File: src/rtl/sram_ctrl_pkg.sv
package sram_ctrl_pkg;

    typedef enum logic [2:0] {
        ST_IDLE,
        ST_W_LEAD,
        ST_W_PULSE,
        ST_W_RECOV,
        ST_R_ACCESS,
        ST_R_RELEASE
    } ctrl_state_t;

    // Convert a minimum time in picoseconds to whole clock ticks, rounding up, never below one.
    function automatic int unsigned ps_to_ticks(input int unsigned ps, input int unsigned clk_ps);
        int unsigned t;
        t = (ps + clk_ps - 1) / clk_ps;
        return (t == 0) ? 1 : t;
    endfunction

    function automatic int unsigned umax(input int unsigned a, input int unsigned b);
        return (a > b) ? a : b;
    endfunction

endpackage

File: src/rtl/sram_tick_timer.sv
module sram_tick_timer #(
    parameter int unsigned CNT_W = 2
) (
    input  logic             clk,
    input  logic             rst_n,
    input  logic             load,
    input  logic [CNT_W-1:0] load_val,
    output logic             done
);

    logic [CNT_W-1:0] cnt_q;

    always_ff @(posedge clk or negedge rst_n) begin
        if (!rst_n) begin
            cnt_q <= '0;
        end else if (load) begin
            cnt_q <= load_val;
        end else if (cnt_q != '0) begin
            cnt_q <= cnt_q - 1'b1;
        end
    end

    assign done = (cnt_q == '0);

endmodule

File: src/rtl/sram_ctrl_fsm.sv
module sram_ctrl_fsm
    import sram_ctrl_pkg::*;
#(
    parameter int unsigned CNT_W      = 2,
    parameter int unsigned WE_LOW_CYC = 2,
    parameter int unsigned RD_CYC     = 2,
    parameter int unsigned REL_CYC    = 1,
    parameter int unsigned REC_CYC    = 1
) (
    input  logic             clk,
    input  logic             rst_n,
    input  logic             req_valid,
    input  logic             req_write,
    input  logic             tmr_done,
    output logic             accept,
    output logic             rd_capture,
    output logic             tmr_load,
    output logic [CNT_W-1:0] tmr_val,
    output logic             req_ready,
    output logic             ce_n,
    output logic             oe_n,
    output logic             we_n,
    output logic             dq_oe
);

    localparam logic [CNT_W-1:0] PULSE_LD = CNT_W'(WE_LOW_CYC - 1);
    localparam logic [CNT_W-1:0] READ_LD  = CNT_W'(RD_CYC - 1);
    localparam logic [CNT_W-1:0] REL_LD   = CNT_W'(REL_CYC - 1);
    localparam logic [CNT_W-1:0] REC_LD   = CNT_W'(REC_CYC - 1);

    ctrl_state_t state_q, state_d;

    // State register
    always_ff @(posedge clk or negedge rst_n) begin
        if (!rst_n) begin
            state_q <= ST_IDLE;
        end else begin
            state_q <= state_d;
        end
    end

    // Transitions and per-transition controls
    always_comb begin
        state_d    = state_q;
        accept     = 1'b0;
        rd_capture = 1'b0;
        tmr_load   = 1'b0;
        tmr_val    = '0;
        unique case (state_q)
            ST_IDLE: begin
                if (req_valid) begin
                    accept = 1'b1;
                    if (req_write) begin
                        state_d = ST_W_LEAD;
                    end else begin
                        state_d  = ST_R_ACCESS;
                        tmr_load = 1'b1;
                        tmr_val  = READ_LD;
                    end
                end
            end
            ST_W_LEAD: begin
                state_d  = ST_W_PULSE;
                tmr_load = 1'b1;
                tmr_val  = PULSE_LD;
            end
            ST_W_PULSE: begin
                if (tmr_done) begin
                    state_d  = ST_W_RECOV;
                    tmr_load = 1'b1;
                    tmr_val  = REC_LD;
                end
            end
            ST_W_RECOV: begin
                if (tmr_done) begin
                    state_d = ST_IDLE;
                end
            end
            ST_R_ACCESS: begin
                if (tmr_done) begin
                    state_d    = ST_R_RELEASE;
                    rd_capture = 1'b1;
                    tmr_load   = 1'b1;
                    tmr_val    = REL_LD;
                end
            end
            ST_R_RELEASE: begin
                if (tmr_done) begin
                    state_d = ST_IDLE;
                end
            end
            default: begin
                state_d = ST_IDLE;
            end
        endcase
    end

    // Pin strobes decoded from the state register
    always_comb begin
        req_ready = 1'b0;
        ce_n      = 1'b1;
        oe_n      = 1'b1;
        we_n      = 1'b1;
        dq_oe     = 1'b0;
        unique case (state_q)
            ST_IDLE: begin
                req_ready = 1'b1;
            end
            ST_W_LEAD: begin
                ce_n  = 1'b0;
                dq_oe = 1'b1;
            end
            ST_W_PULSE: begin
                ce_n  = 1'b0;
                we_n  = 1'b0;
                dq_oe = 1'b1;
            end
            ST_W_RECOV: begin
                ce_n = 1'b0;
            end
            ST_R_ACCESS: begin
                ce_n = 1'b0;
                oe_n = 1'b0;
            end
            ST_R_RELEASE: begin
                ce_n = 1'b1;
            end
            default: begin
                ce_n = 1'b1;
            end
        endcase
    end

endmodule

File: src/rtl/sram_ctrl_datapath.sv
module sram_ctrl_datapath #(
    parameter int unsigned ADDR_W = 15,
    parameter int unsigned DATA_W = 8
) (
    input  logic              clk,
    input  logic              rst_n,
    input  logic              accept,
    input  logic [ADDR_W-1:0] req_addr,
    input  logic [DATA_W-1:0] req_wdata,
    input  logic              rd_capture,
    input  logic [DATA_W-1:0] dq_in,
    output logic [ADDR_W-1:0] addr_q,
    output logic [DATA_W-1:0] wdata_q,
    output logic [DATA_W-1:0] rd_data,
    output logic              rd_valid
);

    // Request hold registers: stable for the whole transfer
    always_ff @(posedge clk or negedge rst_n) begin
        if (!rst_n) begin
            addr_q  <= '0;
            wdata_q <= '0;
        end else if (accept) begin
            addr_q  <= req_addr;
            wdata_q <= req_wdata;
        end
    end

    // Read capture on the edge that closes the access window
    always_ff @(posedge clk or negedge rst_n) begin
        if (!rst_n) begin
            rd_data  <= '0;
            rd_valid <= 1'b0;
        end else begin
            rd_valid <= rd_capture;
            if (rd_capture) begin
                rd_data <= dq_in;
            end
        end
    end

endmodule

File: src/rtl/sram_ctrl.sv
module sram_ctrl
    import sram_ctrl_pkg::*;
#(
    parameter int unsigned ADDR_W        = 15,
    parameter int unsigned DATA_W        = 8,
    parameter int unsigned CLK_PERIOD_PS = 10000,
    parameter int unsigned T_WC_PS       = 20000,
    parameter int unsigned T_WP_PS       = 15000,
    parameter int unsigned T_DS_PS       = 10000,
    parameter int unsigned T_AA_PS       = 20000,
    parameter int unsigned T_OE_PS       = 9000,
    parameter int unsigned T_REL_PS      = 10000
) (
    input  logic              clk,
    input  logic              rst_n,
    input  logic              req_valid,
    output logic              req_ready,
    input  logic              req_write,
    input  logic [ADDR_W-1:0] req_addr,
    input  logic [DATA_W-1:0] req_wdata,
    output logic              rd_valid,
    output logic [DATA_W-1:0] rd_data,
    output logic [ADDR_W-1:0] sram_addr,
    output logic [DATA_W-1:0] sram_dq_out,
    input  logic [DATA_W-1:0] sram_dq_in,
    output logic              sram_dq_oe,
    output logic              sram_ce_n,
    output logic              sram_oe_n,
    output logic              sram_we_n
);

    localparam int unsigned WE_LOW_CYC = umax(ps_to_ticks(T_WP_PS, CLK_PERIOD_PS),
                                              ps_to_ticks(T_DS_PS, CLK_PERIOD_PS));
    localparam int unsigned WC_CYC     = ps_to_ticks(T_WC_PS, CLK_PERIOD_PS);
    localparam int unsigned REC_CYC    = (WC_CYC > WE_LOW_CYC + 2) ? (WC_CYC - WE_LOW_CYC - 1) : 1;
    localparam int unsigned RD_CYC     = umax(ps_to_ticks(T_AA_PS, CLK_PERIOD_PS),
                                              ps_to_ticks(T_OE_PS, CLK_PERIOD_PS));
    localparam int unsigned REL_CYC    = ps_to_ticks(T_REL_PS, CLK_PERIOD_PS);
    localparam int unsigned MAX_CYC    = umax(umax(WE_LOW_CYC, REC_CYC), umax(RD_CYC, REL_CYC));
    localparam int unsigned CNT_W      = (MAX_CYC < 2) ? 1 : $clog2(MAX_CYC);

    logic             accept;
    logic             rd_capture;
    logic             tmr_load;
    logic [CNT_W-1:0] tmr_val;
    logic             tmr_done;

    sram_tick_timer #(
        .CNT_W (CNT_W)
    ) u_timer (
        .clk      (clk),
        .rst_n    (rst_n),
        .load     (tmr_load),
        .load_val (tmr_val),
        .done     (tmr_done)
    );

    sram_ctrl_fsm #(
        .CNT_W      (CNT_W),
        .WE_LOW_CYC (WE_LOW_CYC),
        .RD_CYC     (RD_CYC),
        .REL_CYC    (REL_CYC),
        .REC_CYC    (REC_CYC)
    ) u_fsm (
        .clk        (clk),
        .rst_n      (rst_n),
        .req_valid  (req_valid),
        .req_write  (req_write),
        .tmr_done   (tmr_done),
        .accept     (accept),
        .rd_capture (rd_capture),
        .tmr_load   (tmr_load),
        .tmr_val    (tmr_val),
        .req_ready  (req_ready),
        .ce_n       (sram_ce_n),
        .oe_n       (sram_oe_n),
        .we_n       (sram_we_n),
        .dq_oe      (sram_dq_oe)
    );

    sram_ctrl_datapath #(
        .ADDR_W (ADDR_W),
        .DATA_W (DATA_W)
    ) u_dp (
        .clk        (clk),
        .rst_n      (rst_n),
        .accept     (accept),
        .req_addr   (req_addr),
        .req_wdata  (req_wdata),
        .rd_capture (rd_capture),
        .dq_in      (sram_dq_in),
        .addr_q     (sram_addr),
        .wdata_q    (sram_dq_out),
        .rd_data    (rd_data),
        .rd_valid   (rd_valid)
    );

endmodule

File: config.mk
export PLATFORM = sky130hd
export DESIGN_NAME = sram_ctrl
export DESIGN_NICKNAME = d
export VERILOG_FILES = /design/src/rtl/sram_ctrl_pkg.sv /design/src/rtl/sram_tick_timer.sv /design/src/rtl/sram_ctrl_fsm.sv /design/src/rtl/sram_ctrl_datapath.sv /design/src/rtl/sram_ctrl.sv
export SDC_FILE = /design/constraint.sdc
export NUM_CORES = 1
export LEC_CHECK = 0
export BUFFER_PORTS_ARGS = -buffer_cell sky130_fd_sc_hd__buf_2
export CAP_MARGIN = 20
export CORE_UTILIZATION = 40
export CTS_BUF_LIST = sky130_fd_sc_hd__clkbuf_16
export CTS_CLUSTER_SIZE = 14
export DETAILED_ROUTE_END_ITERATION = 6
export HOLD_SLACK_MARGIN = 0.12
export MAX_ROUTING_LAYER = met4
export PLACE_DENSITY = 0.74
export SLEW_MARGIN = 20
export SYNTH_ARGS = -nofsm -noshare
export SYNTH_HDL_FRONTEND = slang
export SYNTH_SLANG_ARGS = --single-unit
File: constraint.sdc
create_clock -name clk -period 1.4 [get_ports clk]
set_input_delay 0.14 -clock clk [delete_from_list [all_inputs] [get_ports clk]]
set_output_delay 0.14 -clock clk [all_outputs]
set_load 0.03 [all_outputs]
==> impl_metrics.tcl <==
set metrics [dict create \
    outcome "finished with violations" \
    violations "setup timing" \
    via_count 1248 \
    slew_violations 0 \
    busiest_layer "met2" \
    slew_headroom_pct 71.0 \
    nets 252 \
    antenna_cells 0 \
    grt_pass1_vias 1397 \
    firstDrtPassIters 4 \
    cp-end-kind "flop" \
    hold_ws_ns 0.120 \
    clockPowerShare_pct 15.3 \
    antenna_left 0 \
    post_synth.cell_area_avg_um2 15.5 \
    insertion_delay_ns 0.27 \
    synth_area_mm2 0.00146 \
    power.density_mw_per_mm2 2540 \
    coreArea_mm2 0.00342 \
    tightest_slew_ns 0.435 \
    r2r-end "u_dp.rd_data[1]" \
    gp_congestion 0.721 \
    p_sw_mw 2.80 \
    use_met1_pct 24.5 \
    finClkSkew_ns 0.00389 \
    clock_sinks 36 \
    vias_per_cell 4.75 \
    synthCells 94 \
    min_period_ns 1.52 \
    hold_viol 0 \
    drc_errors 0 \
    cts.htree.levels 2 \
    num-fill-cells 192 \
    clkTransAtPathRegs_ns 0.05 \
    synth_cell_types 19 \
    grt_max_degree 20 \
    pwr-share-seq_pct 29.0 \
    cts_buffers 5 \
    cts_root_buffer "clkbuf_16" \
    vdd_ir_drop_max_uv 1580 \
    hp-start "req_write" \
    pwr-share-comb_pct 55.7 \
    grt_first_pass_wirelength_um 6570 \
    num_rows 21 \
    grt_overflow 0 \
    dpl_worst_slack_ns -0.131 \
    grt_setup_unrepaired "yes" \
    synth_nets 129 \
    worstPathRequired_ns 1.56 \
    tns_ns -3.41 \
    wl_per_cell_um 17.7 \
    p_int_mw 3.96 \
    hold_depth 2 \
    syn_to_final_growth_pct 82.1 \
    r2r_cells 3 \
    cp_max_fo 4 \
    power_mw 6.76 \
    drive_gt1_share_pct 62.7 \
    io_pins 72 \
    use_met3_pct 8.39 \
    holdPathEnd "u_fsm.state_q[0]" \
    io_buffer_count 71 \
    max-cap-violations 0 \
    post-route-period-util_pct 109 \
    layout_setup_ws_ns -0.123 \
    antenna_found_initial 0 \
    die_area_mm2 0.00390 \
    crit_type "reg -> reg" \
    yosysSeqAreaShare_pct 61.6 \
    gr-usage-met2_pct 39.1 \
    cts_tree "done" \
    die_w_um 62.4 \
    routed_wl_um 4660 \
    holdCritPathClass "in -> reg" \
    final_cell_mix "buf_2, dfrtp_1, dlygate4sd3_1" \
    finalInstanceArea_mm2 0.00266 \
    synth_warnings 0 \
    arrival_ns 1.68 \
    rr_startpoint "u_fsm.state_q[0]" \
    regToRegSetupSlack_ns -0.12 \
    final-setup-viol-count 35 \
    initial_core_util_pct 42.8 \
    mostFrequentLayoutCell "buf_2" \
    fp.dieH_um 62.4 \
    leakagePower_nw 1.34 \
    startpoint_type "flop" \
    grt_usage_pct 23.1 \
    clockBufferDepth 2 \
    switching_share_pct 41.4 \
    ys_seq_elements 36 \
    drt-initial-drc-count 32 \
    clock.fmax_mhz 657 \
    hpwl_um 2320 \
    post_dp_cell_area_mm2 0.00197 \
]
[how the worst max path moves through the flow]
stage                       to  cells past startpoint             start  slack (ns)
2_1_floorplan  u_dp.rd_data[0]                      4  u_fsm.state_q[1]       -0.19
3_3_place_gp   u_dp.rd_data[7]                      3  u_fsm.state_q[1]       -0.08
3_5_place_dp   u_dp.rd_data[7]                      3  u_fsm.state_q[1]       -0.13
4_1_cts        u_dp.rd_data[7]                      3  u_fsm.state_q[0]       -0.11
5_1_grt         u_dp.addr_q[0]                      4  u_fsm.state_q[1]       -0.16
6_report       u_dp.rd_data[1]                      3  u_fsm.state_q[0]       -0.12
[sequential cells by signal, indices dropped and copies added, names as in the netlist]
register	cells
u_fsm.state_q	3
u_dp.wdata_q	8
u_dp.rd_data	8
u_dp.addr_q	15
u_dp.rd_valid	1
u_timer.cnt_q	1
[cells in the mapped netlist]
library cell / count / area [µm²]
buf_4: 1 / 7.51
or3b_4: 1 / 11.3
mux2_2: 30 / 338
nor3b_1: 1 / 7.51
or3_1: 1 / 6.26
nor2_1: 4 / 15.0
nor2_8: 1 / 20.0
buf_2: 1 / 5.00
nand2b_1: 2 / 12.5
xnor2_1: 1 / 8.76
mux2_1: 1 / 11.3
dfrtp_1: 36 / 901
nor4b_4: 1 / 23.8
xor2_1: 2 / 17.5
a21oi_1: 2 / 10.0
nor3_1: 3 / 15.0
buf_6: 3 / 33.8
inv_1: 2 / 7.51
a32o_1: 1 / 10.0
[timing repair]
item                                   CTS  global route
hold buffers                            31             1
setup endpoints to repair               35            35
setup buffers                            3             5
endpoints found under the hold margin   48             1
resized for setup                       20            16
cloned                                   1             2
pin swaps                                4             5
[final cells by class]
type                       instances  area [µm²]  share of cell area (%)
timing repair buffer             120         903                    33.9
inverter                           2        7.51                   0.282
clock inverter                     2        8.76                   0.329
tap                               46        57.6                    2.16
clock buffer                       5         125                    4.70
sequential                        36         905                    34.0
multi-input combinational         52         654                    24.6
[per-stage QoR]
step	utilization (%)	cells
5_1_grt	77.9	263
6_report	77.9	263
3_3_place_gp	57.5	213
3_5_place_dp	57.5	213
2_1_floorplan	-	94
4_1_cts	73.4	255
[worst max-delay path, stage by stage, from the launching register on]
cell	delay [ns]
dfrtp_2	0.43
or3b_4	0.47
nor2_4	0.18
mux2_4	0.32
[kinds of logic after synthesis]
kind of cell,share of synthesized area [%]
multiplexers,23.9
buffers and inverters,3.68
AND/OR/NAND/NOR,7.62
XOR/XNOR,1.80
flip-flops,61.6
AO/OA/AOI/OAI,1.37
[per-layer routing]
layer  up-vias  wire [µm]
li1        569          -
met1       623       1850
met2        47       2550
met3         9        207
met4         0         55
met5         -          0
[power groups by stage]
| stage | Combinational (mW) | Sequential, mW | Clock (mW) |
|---|---|---|---|
| floorplan | 1.37 | 2.74 | 0 |
| global placement | 3.00 | 1.85 | 0 |
| detailed placement | 3.07 | 1.88 | 0 |
| CTS | 3.38 | 1.92 | 1.03 |
| global route | 3.94 | 2.02 | 1.10 |
| finish | 3.76 | 1.96 | 1.03 |
Note: power is estimated with default switching activity, not from simulation.
